===== config.mk =====
export PLATFORM = sky130hd
export DESIGN_NAME = sleep_wake_ctrl
export DESIGN_NICKNAME = d
export VERILOG_FILES = /design/src/rtl/slp_pkg.sv /design/src/rtl/slp_level_filter.sv /design/src/rtl/slp_mode_decode.sv /design/src/rtl/slp_wake_seq.sv /design/src/rtl/sleep_wake_ctrl.sv
export SDC_FILE = /design/constraint.sdc
export NUM_CORES = 1
export LEC_CHECK = 0
export ABC_CLOCK_PERIOD_IN_PS = 1700
export CAP_MARGIN = 20
export CORE_AREA = 2 2 51 53
export DETAILED_ROUTE_END_ITERATION = 7
export DIE_AREA = 0 0 53 55
export GPL_ROUTABILITY_DRIVEN = 0
export PLACE_DENSITY = 0.83
export SYNTH_ARGS = -nofsm -noshare
export SYNTH_HDL_FRONTEND = slang
export SYNTH_SLANG_ARGS = --single-unit

===== constraint.sdc =====
create_clock -name clk -period 1.7 [get_ports clk]
set_input_delay 0.17 -clock clk [delete_from_list [all_inputs] [get_ports clk]]
set_output_delay 0.17 -clock clk [all_outputs]
set_load 0.05 [all_outputs]

===== src/rtl/slp_pkg.sv =====
package slp_pkg;

  localparam int unsigned SRC_N      = 7;
  localparam int unsigned SRC_LEVEL  = 0;
  localparam int unsigned SRC_EDGE   = 1;
  localparam int unsigned SRC_PIN    = 2;
  localparam int unsigned SRC_MEM    = 3;
  localparam int unsigned SRC_ADC    = 4;
  localparam int unsigned SRC_OTHER  = 5;
  localparam int unsigned SRC_WDOG   = 6;
  localparam int unsigned HOLD_EXTRA = 4;

  typedef enum logic [1:0] {
    MODE_IDLE  = 2'b00,
    MODE_QUIET = 2'b01,
    MODE_PDOWN = 2'b10
  } slp_mode_e;

  typedef enum logic [1:0] {
    ST_RUN    = 2'd0,
    ST_SLEEP  = 2'd1,
    ST_WAKE   = 2'd2,
    ST_RESUME = 2'd3
  } slp_state_e;

  typedef struct packed {
    logic cpu;
    logic flash;
    logic io;
    logic adc;
    logic osc;
  } clk_cfg_t;

  // Code 11 has no mode of its own and falls back to Idle.
  function automatic slp_mode_e decode_mode(input logic [1:0] code);
    case (code)
      2'b01:   return MODE_QUIET;
      2'b10:   return MODE_PDOWN;
      default: return MODE_IDLE;
    endcase
  endfunction

  function automatic clk_cfg_t mode_clocks(input slp_mode_e m);
    clk_cfg_t c;
    c = '0;
    case (m)
      MODE_IDLE: begin
        c.io  = 1'b1;
        c.adc = 1'b1;
        c.osc = 1'b1;
      end
      MODE_QUIET: begin
        c.adc = 1'b1;
        c.osc = 1'b1;
      end
      default: c = '0;
    endcase
    return c;
  endfunction

  function automatic logic [SRC_N-1:0] mode_wake_mask(input slp_mode_e m);
    logic [SRC_N-1:0] k;
    k = '0;
    case (m)
      MODE_IDLE:  k = '1;
      MODE_QUIET: begin
        k[SRC_LEVEL] = 1'b1;
        k[SRC_PIN]   = 1'b1;
        k[SRC_MEM]   = 1'b1;
        k[SRC_ADC]   = 1'b1;
        k[SRC_WDOG]  = 1'b1;
      end
      default: begin
        k[SRC_LEVEL] = 1'b1;
        k[SRC_PIN]   = 1'b1;
        k[SRC_WDOG]  = 1'b1;
      end
    endcase
    return k;
  endfunction

  // Total cycles the core stays held after an accepted wake request.
  function automatic int unsigned wake_delay(input slp_mode_e m,
                                             input int unsigned startup);
    return ((m == MODE_IDLE) ? 0 : startup) + HOLD_EXTRA;
  endfunction

endpackage


===== src/rtl/slp_level_filter.sv =====
module slp_level_filter #(
  parameter int unsigned LVL_HOLD = 8
) (
  input  logic clk,
  input  logic rst_n,
  input  logic level_i,
  output logic level_ok_o
);
  localparam int unsigned HW = $clog2(LVL_HOLD + 1);
  localparam logic [HW-1:0] HOLD_V = HW'(LVL_HOLD);

  logic [HW-1:0] run_cnt;

  always_ff @(posedge clk or negedge rst_n) begin
    if (!rst_n) begin
      run_cnt <= '0;
    end else if (!level_i) begin
      run_cnt <= '0;
    end else if (run_cnt != HOLD_V) begin
      run_cnt <= run_cnt + 1'b1;
    end
  end

  assign level_ok_o = (run_cnt == HOLD_V);

  initial begin
    assert_filter_hold_positive_R9: assert (LVL_HOLD >= 1)
      else $error("LVL_HOLD must be at least 1");
  end

  // a qualified level is only reported after the input was high.
  assert_level_ok_after_high_R9: assert property (
    @(posedge clk) disable iff (!rst_n)
    level_ok_o |-> $past(level_i));

endmodule


===== src/rtl/slp_mode_decode.sv =====
module slp_mode_decode
  import slp_pkg::*;
(
  input  slp_state_e        state_i,
  input  slp_mode_e         mode_i,
  output clk_cfg_t          clk_cfg_o,
  output logic [SRC_N-1:0]  wake_mask_o
);
  clk_cfg_t sleep_cfg;

  always_comb begin
    sleep_cfg   = mode_clocks(mode_i);
    wake_mask_o = mode_wake_mask(mode_i);
    case (state_i)
      ST_SLEEP: clk_cfg_o = sleep_cfg;
      ST_WAKE: begin
        clk_cfg_o     = sleep_cfg;
        clk_cfg_o.osc = 1'b1;
      end
      default: clk_cfg_o = '1;
    endcase
  end

endmodule


===== src/rtl/slp_wake_seq.sv =====
module slp_wake_seq
  import slp_pkg::*;
#(
  parameter int unsigned STARTUP_CYC = 16
) (
  input  logic       clk,
  input  logic       rst_n,
  input  logic       sleep_permit,
  input  logic [1:0] sleep_mode,
  input  logic       sleep_strobe,
  input  logic       wake_any,
  input  logic       rst_req,
  output slp_state_e state_o,
  output slp_mode_e  mode_o,
  output logic       entry_evt,
  output logic       wake_evt,
  output logic       wake_irq,
  output logic       wake_reset
);
  localparam int unsigned MAX_D = STARTUP_CYC + HOLD_EXTRA;
  localparam int unsigned CW    = $clog2(MAX_D + 1);

  slp_state_e    state;
  slp_mode_e     mode_q;
  logic [CW-1:0] cnt;
  logic          path_rst;

  assign entry_evt = (state == ST_RUN) && sleep_strobe && sleep_permit;
  assign wake_evt  = (state == ST_SLEEP) && (wake_any || rst_req);

  always_ff @(posedge clk or negedge rst_n) begin
    if (!rst_n) begin
      state    <= ST_RUN;
      mode_q   <= MODE_IDLE;
      cnt      <= '0;
      path_rst <= 1'b0;
    end else begin
      case (state)
        ST_RUN: begin
          if (entry_evt) begin
            state  <= ST_SLEEP;
            mode_q <= decode_mode(sleep_mode);
          end
        end
        ST_SLEEP: begin
          if (wake_evt) begin
            state    <= ST_WAKE;
            cnt      <= CW'(wake_delay(mode_q, STARTUP_CYC) - 1);
            path_rst <= rst_req;
          end
        end
        ST_WAKE: begin
          if (rst_req) path_rst <= 1'b1;
          if (cnt == '0) state <= ST_RESUME;
          else           cnt   <= cnt - 1'b1;
        end
        default: begin
          state    <= ST_RUN;
          path_rst <= 1'b0;
        end
      endcase
    end
  end

  assign state_o    = state;
  assign mode_o     = mode_q;
  assign wake_irq   = (state == ST_RESUME) && !path_rst;
  assign wake_reset = (state == ST_RESUME) && path_rst;

  // a strobe without permission keeps the core running.
  assert_no_entry_without_permit_R1: assert property (
    @(posedge clk) disable iff (!rst_n)
    (state == ST_RUN && sleep_strobe && !sleep_permit) |=> (state == ST_RUN));

  // the stored mode cannot change outside the running state.
  assert_mode_held_R2: assert property (
    @(posedge clk) disable iff (!rst_n)
    (state != ST_RUN) |=> $stable(mode_q));

  // the resume pulse lasts a single cycle.
  assert_irq_single_cycle_R10: assert property (
    @(posedge clk) disable iff (!rst_n)
    wake_irq |=> !wake_irq);

  // interrupt and reset resume are never signalled together.
  assert_irq_reset_exclusive_R11: assert property (
    @(posedge clk) disable iff (!rst_n)
    !(wake_irq && wake_reset));

  // a reset request in sleep always leaves sleep.
  assert_reset_wakes_R11: assert property (
    @(posedge clk) disable iff (!rst_n)
    (state == ST_SLEEP && rst_req) |=> (state == ST_WAKE));

endmodule


===== src/rtl/sleep_wake_ctrl.sv =====
module sleep_wake_ctrl
  import slp_pkg::*;
#(
  parameter int unsigned STARTUP_CYC = 16,
  parameter int unsigned LVL_HOLD    = 8
) (
  input  logic       clk,
  input  logic       rst_n,
  input  logic       sleep_permit,
  input  logic [1:0] sleep_mode,
  input  logic       sleep_strobe,
  input  logic       wake_ext_level,
  input  logic       wake_ext_edge,
  input  logic       wake_pin_chg,
  input  logic       wake_mem_rdy,
  input  logic       wake_adc_done,
  input  logic       wake_other_io,
  input  logic       wake_wdog,
  input  logic       wake_rst_req,
  output logic       clk_en_cpu,
  output logic       clk_en_flash,
  output logic       clk_en_io,
  output logic       clk_en_adc,
  output logic       osc_en,
  output logic       sleeping,
  output logic       cpu_hold,
  output logic       wake_irq,
  output logic       wake_reset
);
  slp_state_e       state;
  slp_mode_e        mode_q;
  clk_cfg_t         clk_cfg;
  logic [SRC_N-1:0] wake_mask;
  logic [SRC_N-1:0] wake_src;
  logic [SRC_N-1:0] wake_hit;
  logic             level_ok;
  logic             level_eff;
  logic             wake_any;
  logic             entry_evt;
  logic             wake_evt;

  slp_level_filter #(.LVL_HOLD(LVL_HOLD)) u_filter (
    .clk       (clk),
    .rst_n     (rst_n),
    .level_i   (wake_ext_level),
    .level_ok_o(level_ok)
  );

  // The deepest mode takes only the qualified level.
  assign level_eff = (mode_q == MODE_PDOWN) ? level_ok : wake_ext_level;

  assign wake_src = {wake_wdog, wake_other_io, wake_adc_done, wake_mem_rdy,
                     wake_pin_chg, wake_ext_edge, level_eff};

  slp_mode_decode u_decode (
    .state_i    (state),
    .mode_i     (mode_q),
    .clk_cfg_o  (clk_cfg),
    .wake_mask_o(wake_mask)
  );

  for (genvar g = 0; g < SRC_N; g++) begin : g_hit
    assign wake_hit[g] = wake_src[g] & wake_mask[g];
  end
  assign wake_any = |wake_hit;

  slp_wake_seq #(.STARTUP_CYC(STARTUP_CYC)) u_seq (
    .clk         (clk),
    .rst_n       (rst_n),
    .sleep_permit(sleep_permit),
    .sleep_mode  (sleep_mode),
    .sleep_strobe(sleep_strobe),
    .wake_any    (wake_any),
    .rst_req     (wake_rst_req),
    .state_o     (state),
    .mode_o      (mode_q),
    .entry_evt   (entry_evt),
    .wake_evt    (wake_evt),
    .wake_irq    (wake_irq),
    .wake_reset  (wake_reset)
  );

  assign clk_en_cpu   = clk_cfg.cpu;
  assign clk_en_flash = clk_cfg.flash;
  assign clk_en_io    = clk_cfg.io;
  assign clk_en_adc   = clk_cfg.adc;
  assign osc_en       = clk_cfg.osc;
  assign sleeping     = (state == ST_SLEEP);
  assign cpu_hold     = (state == ST_SLEEP) || (state == ST_WAKE);

  // an accepted strobe is followed by sleep.
  assert_entry_sleeps_R1: assert property (
    @(posedge clk) disable iff (!rst_n)
    entry_evt |=> sleeping);

  // Idle keeps peripheral clocks and stops the core.
  assert_idle_clocks_R3: assert property (
    @(posedge clk) disable iff (!rst_n)
    (sleeping && mode_q == MODE_IDLE) |->
      (!clk_en_cpu && !clk_en_flash && clk_en_io && clk_en_adc && osc_en));

  // ADC quiet mode keeps only the converter and oscillator.
  assert_quiet_clocks_R4: assert property (
    @(posedge clk) disable iff (!rst_n)
    (sleeping && mode_q == MODE_QUIET) |->
      (!clk_en_cpu && !clk_en_flash && !clk_en_io && clk_en_adc && osc_en));

  // Power-down stops everything.
  assert_pdown_dark_R5: assert property (
    @(posedge clk) disable iff (!rst_n)
    (sleeping && mode_q == MODE_PDOWN) |->
      $countones({clk_en_cpu, clk_en_flash, clk_en_io, clk_en_adc, osc_en}) == 0);

  // unqualified sources keep Power-down asleep.
  assert_pdown_ignores_R8: assert property (
    @(posedge clk) disable iff (!rst_n)
    (sleeping && mode_q == MODE_PDOWN && !level_ok && !wake_pin_chg &&
     !wake_wdog && !wake_rst_req) |=> sleeping);

  // the core clock stays off for as long as the core is held.
  assert_hold_gates_cpu_R10: assert property (
    @(posedge clk) disable iff (!rst_n)
    cpu_hold |-> !clk_en_cpu);

  // resume comes with every clock enabled.
  assert_resume_all_on_R10: assert property (
    @(posedge clk) disable iff (!rst_n)
    (wake_irq || wake_reset) |->
      (clk_en_cpu && clk_en_flash && clk_en_io && clk_en_adc && osc_en && !cpu_hold));

  // leaving sleep always passes through the held state.
  assert_wake_holds_R10: assert property (
    @(posedge clk) disable iff (!rst_n)
    wake_evt |=> (cpu_hold && !sleeping));

endmodule


* Word-level counts from Yosys, hierarchy flattened
Cells that the tools add are included.
** Cells by class
- $add $sub $neg :: 4
- Eq/ne operators :: 15
- Multiplexer cells :: 18
- Bitwise gates (word level) :: 5
- Reductions and logical operators :: 18
** Operators by type and width (count)
- 5-bit one-hot mux with 2 select lines :: 2
- 5-bit 2-to-1 mux :: 3
- 5-bit by 1-bit subtractor with 5-bit output (second input constant) :: 2
- 3-bit AND reduction :: 3
- 2-bit equality test (second input constant) :: 4
- 2-bit 2-to-1 mux :: 4
- 4-bit 2-to-1 mux :: 2
- 7-bit OR reduction :: 1
- 2-bit by 1-bit equality test with 1-bit output (second input constant) :: 3
- 2-bit by 1-bit inequality test with 1-bit output (second input constant) :: 3
- 2-bit inequality test (second input constant) :: 3
- 2-bit one-hot mux with 3 select lines :: 1
- 5-bit by 3-bit adder with 5-bit output (second input constant) :: 1
- 1-bit logical AND :: 5
- 5-bit logical NOT :: 1
- 4-bit by 1-bit adder with 4-bit output (second input constant) :: 1
- 1-bit bitwise AND :: 4
- 4-bit equality test (second input constant) :: 1
- 2-bit logical NOT :: 2
- 1-bit 2-to-1 mux :: 4
- 4-bit inequality test (second input constant) :: 1
- 2-bit one-hot mux with 2 select lines :: 1
- 1-bit one-hot mux with 3 select lines :: 1
- 1-bit logical OR :: 2
- 5 further kinds :: 5
** Word-level totals
- Register bits :: 14
- Input bits :: 14
- Word-level logic and storage cells :: 65

* Logic depth before layout (Yosys ltp)
- Depth after elaboration :: 9
- Gate-level depth with buffers :: 7

* Hierarchy
A second synthesis with hierarchy kept.
** Second synthesis, totals
- Cells, all modules :: 124
- Area, all modules :: 1092.3 µm²
** By module, submodules not included
- slp_wake_seq :: times used 1, cells each 75, area each 664.4 µm²
- slp_level_filter :: times used 1, cells each 21, area each 226.5 µm²
- slp_mode_decode :: times used 1, cells each 18, area each 117.6 µm²
- sleep_wake_ctrl :: times used 1, cells each 10, area each 83.8 µm²

* Worst setup path before layout
OpenSTA, ideal clock, no wires.
- Path type :: register -> output
- Start point :: reg u_seq.state[1] (netlist: u_seq.state_o[1])
- End point :: out clk_en_io
- Arrival time :: 2.395 ns
- Required time :: 1.530 ns
- Setup slack :: -0.865 ns
- Stages on the path, launching flop included :: 5
- Buffers on the path :: 0
- Cell sequence :: dfrtp_1 -> inv_1 -> ha_1 -> nor2_1 -> o31ai_1
** On the way
- Cells in the longest elaborated chain, start to end :: 2
- Elaborated cells on any way between the ends :: 3
- Classes of those cells :: eq/ne: 2; mux: 1
** Ends and longest elaborated chain
- from (decl) :: line slp_wake_seq.sv:23 : slp_state_e state;
- from (signal assigned) :: line slp_wake_seq.sv:33 : state <= ST_RUN;
- from (signal assigned) :: line slp_wake_seq.sv:41 : state <= ST_SLEEP;
- from (signal assigned) :: line slp_wake_seq.sv:47 : state <= ST_WAKE;
- 2-bit by 1-bit equality test with 1-bit output
- named net sleeping :: line sleep_wake_ctrl.sv:25 : output logic sleeping,
- 5-bit one-hot mux with 2 select lines :: line slp_mode_decode.sv:14 : case (state_i)
- to (decl) :: line sleep_wake_ctrl.sv:22 : output logic clk_en_io,
The timed path passes the listed nets, and every way through them passes these cells.

* Final worst setup path
- Start point :: reg u_seq.state[1] (netlist: u_seq.state_o[1])
- End point :: out clk_en_flash
** On the way
- Cells in the longest elaborated chain, start to end :: 2
- Elaborated cells on any way between the ends :: 3
- Classes of those cells :: eq/ne: 2; mux: 1
** Ends and longest elaborated chain
- 2-bit equality test or 2-bit by 1-bit equality test with 1-bit output (tied branches) :: line slp_mode_decode.sv:14
- 5-bit one-hot mux with 2 select lines (*) :: line slp_mode_decode.sv:14
- to (decl) :: line sleep_wake_ctrl.sv:21 : output logic clk_en_flash,
Every way passes the cells marked *; elsewhere a longest branch is shown, timed or not.

==> run metrics <==
failing checks negative setup slack; Syn Inst Count approximately 110; critical path's slowest cell dfrtp_1; DP Area 0.001511 mm2; overall routed net length 3083 um; CP max stage delay 410 ps; clk_lat worst skew between 200 and 300 ps; PortBufs 22; CTS Sinks 14; critical-path maximum fanout 5; post-synth cell types 38; Post-synth EDFFs 0; Iter 0 DRT Violations 14; first-pass GRT wire length between 4000 and 5000 um; layer with the highest usage met2; initial antenna violation count 0; CTS Buf Count 3; full die area between 0.002 and 0.003 mm2; H-tree levels 1; CTS tree yes; Pwr Density between 2000 and 2500 mW/mm2; WP data arrival ~1600 ps; DR vias 1,039; Lkg Pwr ~0.74 nW; Final nets 181; register area share after synthesis between 30% and 40%; vias in the first global route between 1,000 and 1,500; post-detail-place hpwl ~2000 um; status finished, violations left; Avg WL per Cell approximately 16 um; clk root buf clkbuf_4; met3 usage between 4 and 5%; # IOs 23; global route overflow 0; Slew Limit Fails 0; syn nets approximately 130; CTS Buffer Depth 2; Synth top area share between 30% and 40%; Tcrit/Tclk final 103.8%; Max Clock Freq approximately 570 MHz; CP endpoint kind output port; post-route ant nets 0; placed insts ~180; pin count of the biggest net entering global routing 15; die width roughly 53 um; Worst-Margin Slew 290.7 ps; met1 usage about a quarter; setup TNS -197.4 ps; met2 Track Usage GR 44.79%; area delta synth->final 71.03%; Fin. Hold Viols 0; initial core utilization a little over two fifths; GRT Total Usage between 20% and 30%; post-synthesis async set-or-reset flop share 100.0%; WS Path Type flip-flop to output port; max_cap viols 0; Core Area 0.002365 mm2; cell taking the most area after synthesis dfrtp_1; chip height 55 um; Cell Rows 18; DRT Pass-1 Iters 4; Crit path required time 1530 ps; RSZ-0062 raised after global routing yes; Synth warnings 0; Worst-path clk slew about 90 ps; Synth area leaders dfrtp_1 (36%), ha_1 (10%), a21oi_1 (4.1%), mux2i_1 (4.1%), o21ai_0 (3.0%); slack of the critical path -64.88 ps; share of cells above drive strength 1 ~40%; critical-path cell list inv_2 > buf_4 > ha_4 > clkinvlp_4 > buf_12; Cell Count, Final, Fillers Out 187; Worst setup SP type flip-flop; ant diodes 0; Final Cell Area approximately 0.0017 mm2; worst min path class primary input to asynchronous set/reset pin; crit path time final roughly 1800 ps; final setup skew 6.479 ps; #FFs+latches synth 14; Fin Hold WS approximately 210 ps; DRC 0; Synth Area per Inst 9.203 um2; VDD IR-drop max approximately 2.4 mV; max_slew headroom between 80% and 90%; vias per inst about 5.6; Final Setup Violations 5; synthesized area 984.7 um2; Synth Flop Type dfrtp_1
==> cells in the final DEF, fill, tap and decap left out, types with 2 or more instances in the layout <==
master / synthesis / layout
a21oi_1: 8 / 7
and2_1: 4 / 4
buf_12: 0 / 9
buf_4: 1 / 23
buf_6: 0 / 5
clkbuf_4: 0 / 3
clkdlybuf4s50_1: 0 / 13
dfrtp_1: 14 / 13
ha_1: 8 / 5
ha_4: 0 / 3
inv_1: 8 / 3
inv_2: 0 / 4
mux2i_1: 4 / 4
nand2_1: 7 / 7
nand2b_1: 4 / 3
nand3_1: 5 / 5
nand3b_1: 2 / 2
nor2_1: 4 / 2
nor2b_1: 4 / 4
o21a_1: 2 / 2
o21ai_0: 6 / 5
o21ai_2: 0 / 2
o22a_1: 2 / 2
xnor2_1: 2 / 2
==> power breakdown <==
part           total (W)  internal [W]  switching [W]
sequential      0.000578      0.000456       0.000122
clock           0.000190     0.0000822       0.000108
combinational    0.00324       0.00160        0.00164
==> logic make-up (layout without fill, tap and decap cells) <==
kind of cell | count (synthesis) | after routing | synth area share [%]
AND/OR/NAND/NOR | 38 | 38 | 22.62
AO/OA/AOI/OAI | 30 | 30 | 21.09
flip-flops | 14 | 14 | 35.58
buffers and inverters | 11 | 61 | 4.701
adder cells (fa/ha/maj) | 8 | 8 | 10.17
multiplexers | 4 | 4 | 4.066
XOR/XNOR | 2 | 2 | 1.779
==> cell usage after synthesis, types with 4 or more instances <==
master,n
nor2_1,4
nand2_1,7
nand2b_1,4
inv_1,8
and2_1,4
mux2i_1,4
a21oi_1,8
dfrtp_1,14
o21ai_0,6
ha_1,8
nand3_1,5
nor2b_1,4
==> worst max-delay path: cells and delay by family (launching register included) <==
kind,cells,cell delay [ps]
adder cells (fa/ha/maj),1,310
flip-flops,1,410
buffers and inverters,4,580
==> metal layers <==
metal / part of all wire (%) / vias up
met5: 0 / -
li1: - / 487
met4: 3.0 / 0
met2: 53 / 41
met1: 40 / 501
met3: 4.2 / 10
==> path summary, 6_finish.rpt <==
check / from / endpoint / slack [ps] / depth (start not counted)
hold reg to reg: u_seq.path_rst$_DFFE_PN0P_ / u_seq.path_rst$_DFFE_PN0P_ / 560 / 1
min in group clk: sleep_mode[1] / u_seq.mode_o[1]$_DFFE_PN0P_ / 470 / 3
hold / removal: rst_n / u_seq.state_o[1]$_DFFE_PN0P_ / 210 / 2
setup reg to reg: u_seq.cnt[0]$_DFFE_PN0P_ / u_seq.cnt[0]$_DFFE_PN0P_ / -20 / 5
setup / recovery: u_seq.state_o[1]$_DFFE_PN0P_ / clk_en_flash / -60 / 5
max in group asynchronous: rst_n / u_seq.state_o[0]$_DFFE_PN0P_ / 1300 / 2
==> per-stage QoR <==
step / total power [W] / util, % / setup WS (ps)
global placement: 0.003324 / 63.92 / -54.45
floorplan: 0.002138 / - / -46.38
finish: 0.004004 / 71.22 / -64.88
detailed placement: 0.003373 / 63.92 / -140.6
global route: 0.004197 / 71.22 / -117.3
CTS: 0.003798 / 68.10 / -20.25
==> layout make-up <==
cell class                 count  area [um2]
inverter                       8       33.78
fill                         163       680.7
sequential                    14       351.6
multi-input combinational     82       699.4
tap                           30       37.54
timing repair buffer          50       539.3
clock buffer                   3       22.52
==> flip-flops by register name, summed over array words and instances, names as in the netlist <==
signal	count
u_seq.path_rst	1
u_filter.run_cnt	4
u_seq.state_o	2
u_seq.cnt	5
u_seq.mode_o	2
==> what timing repair did <==
action	CTS	global route
buffers inserted	4	6
setup endpoints to repair	12	13
hold buffers	0	0
resized for setup	17	5
pin swaps	4	3
Note: power is estimated with default switching activity, not from simulation.
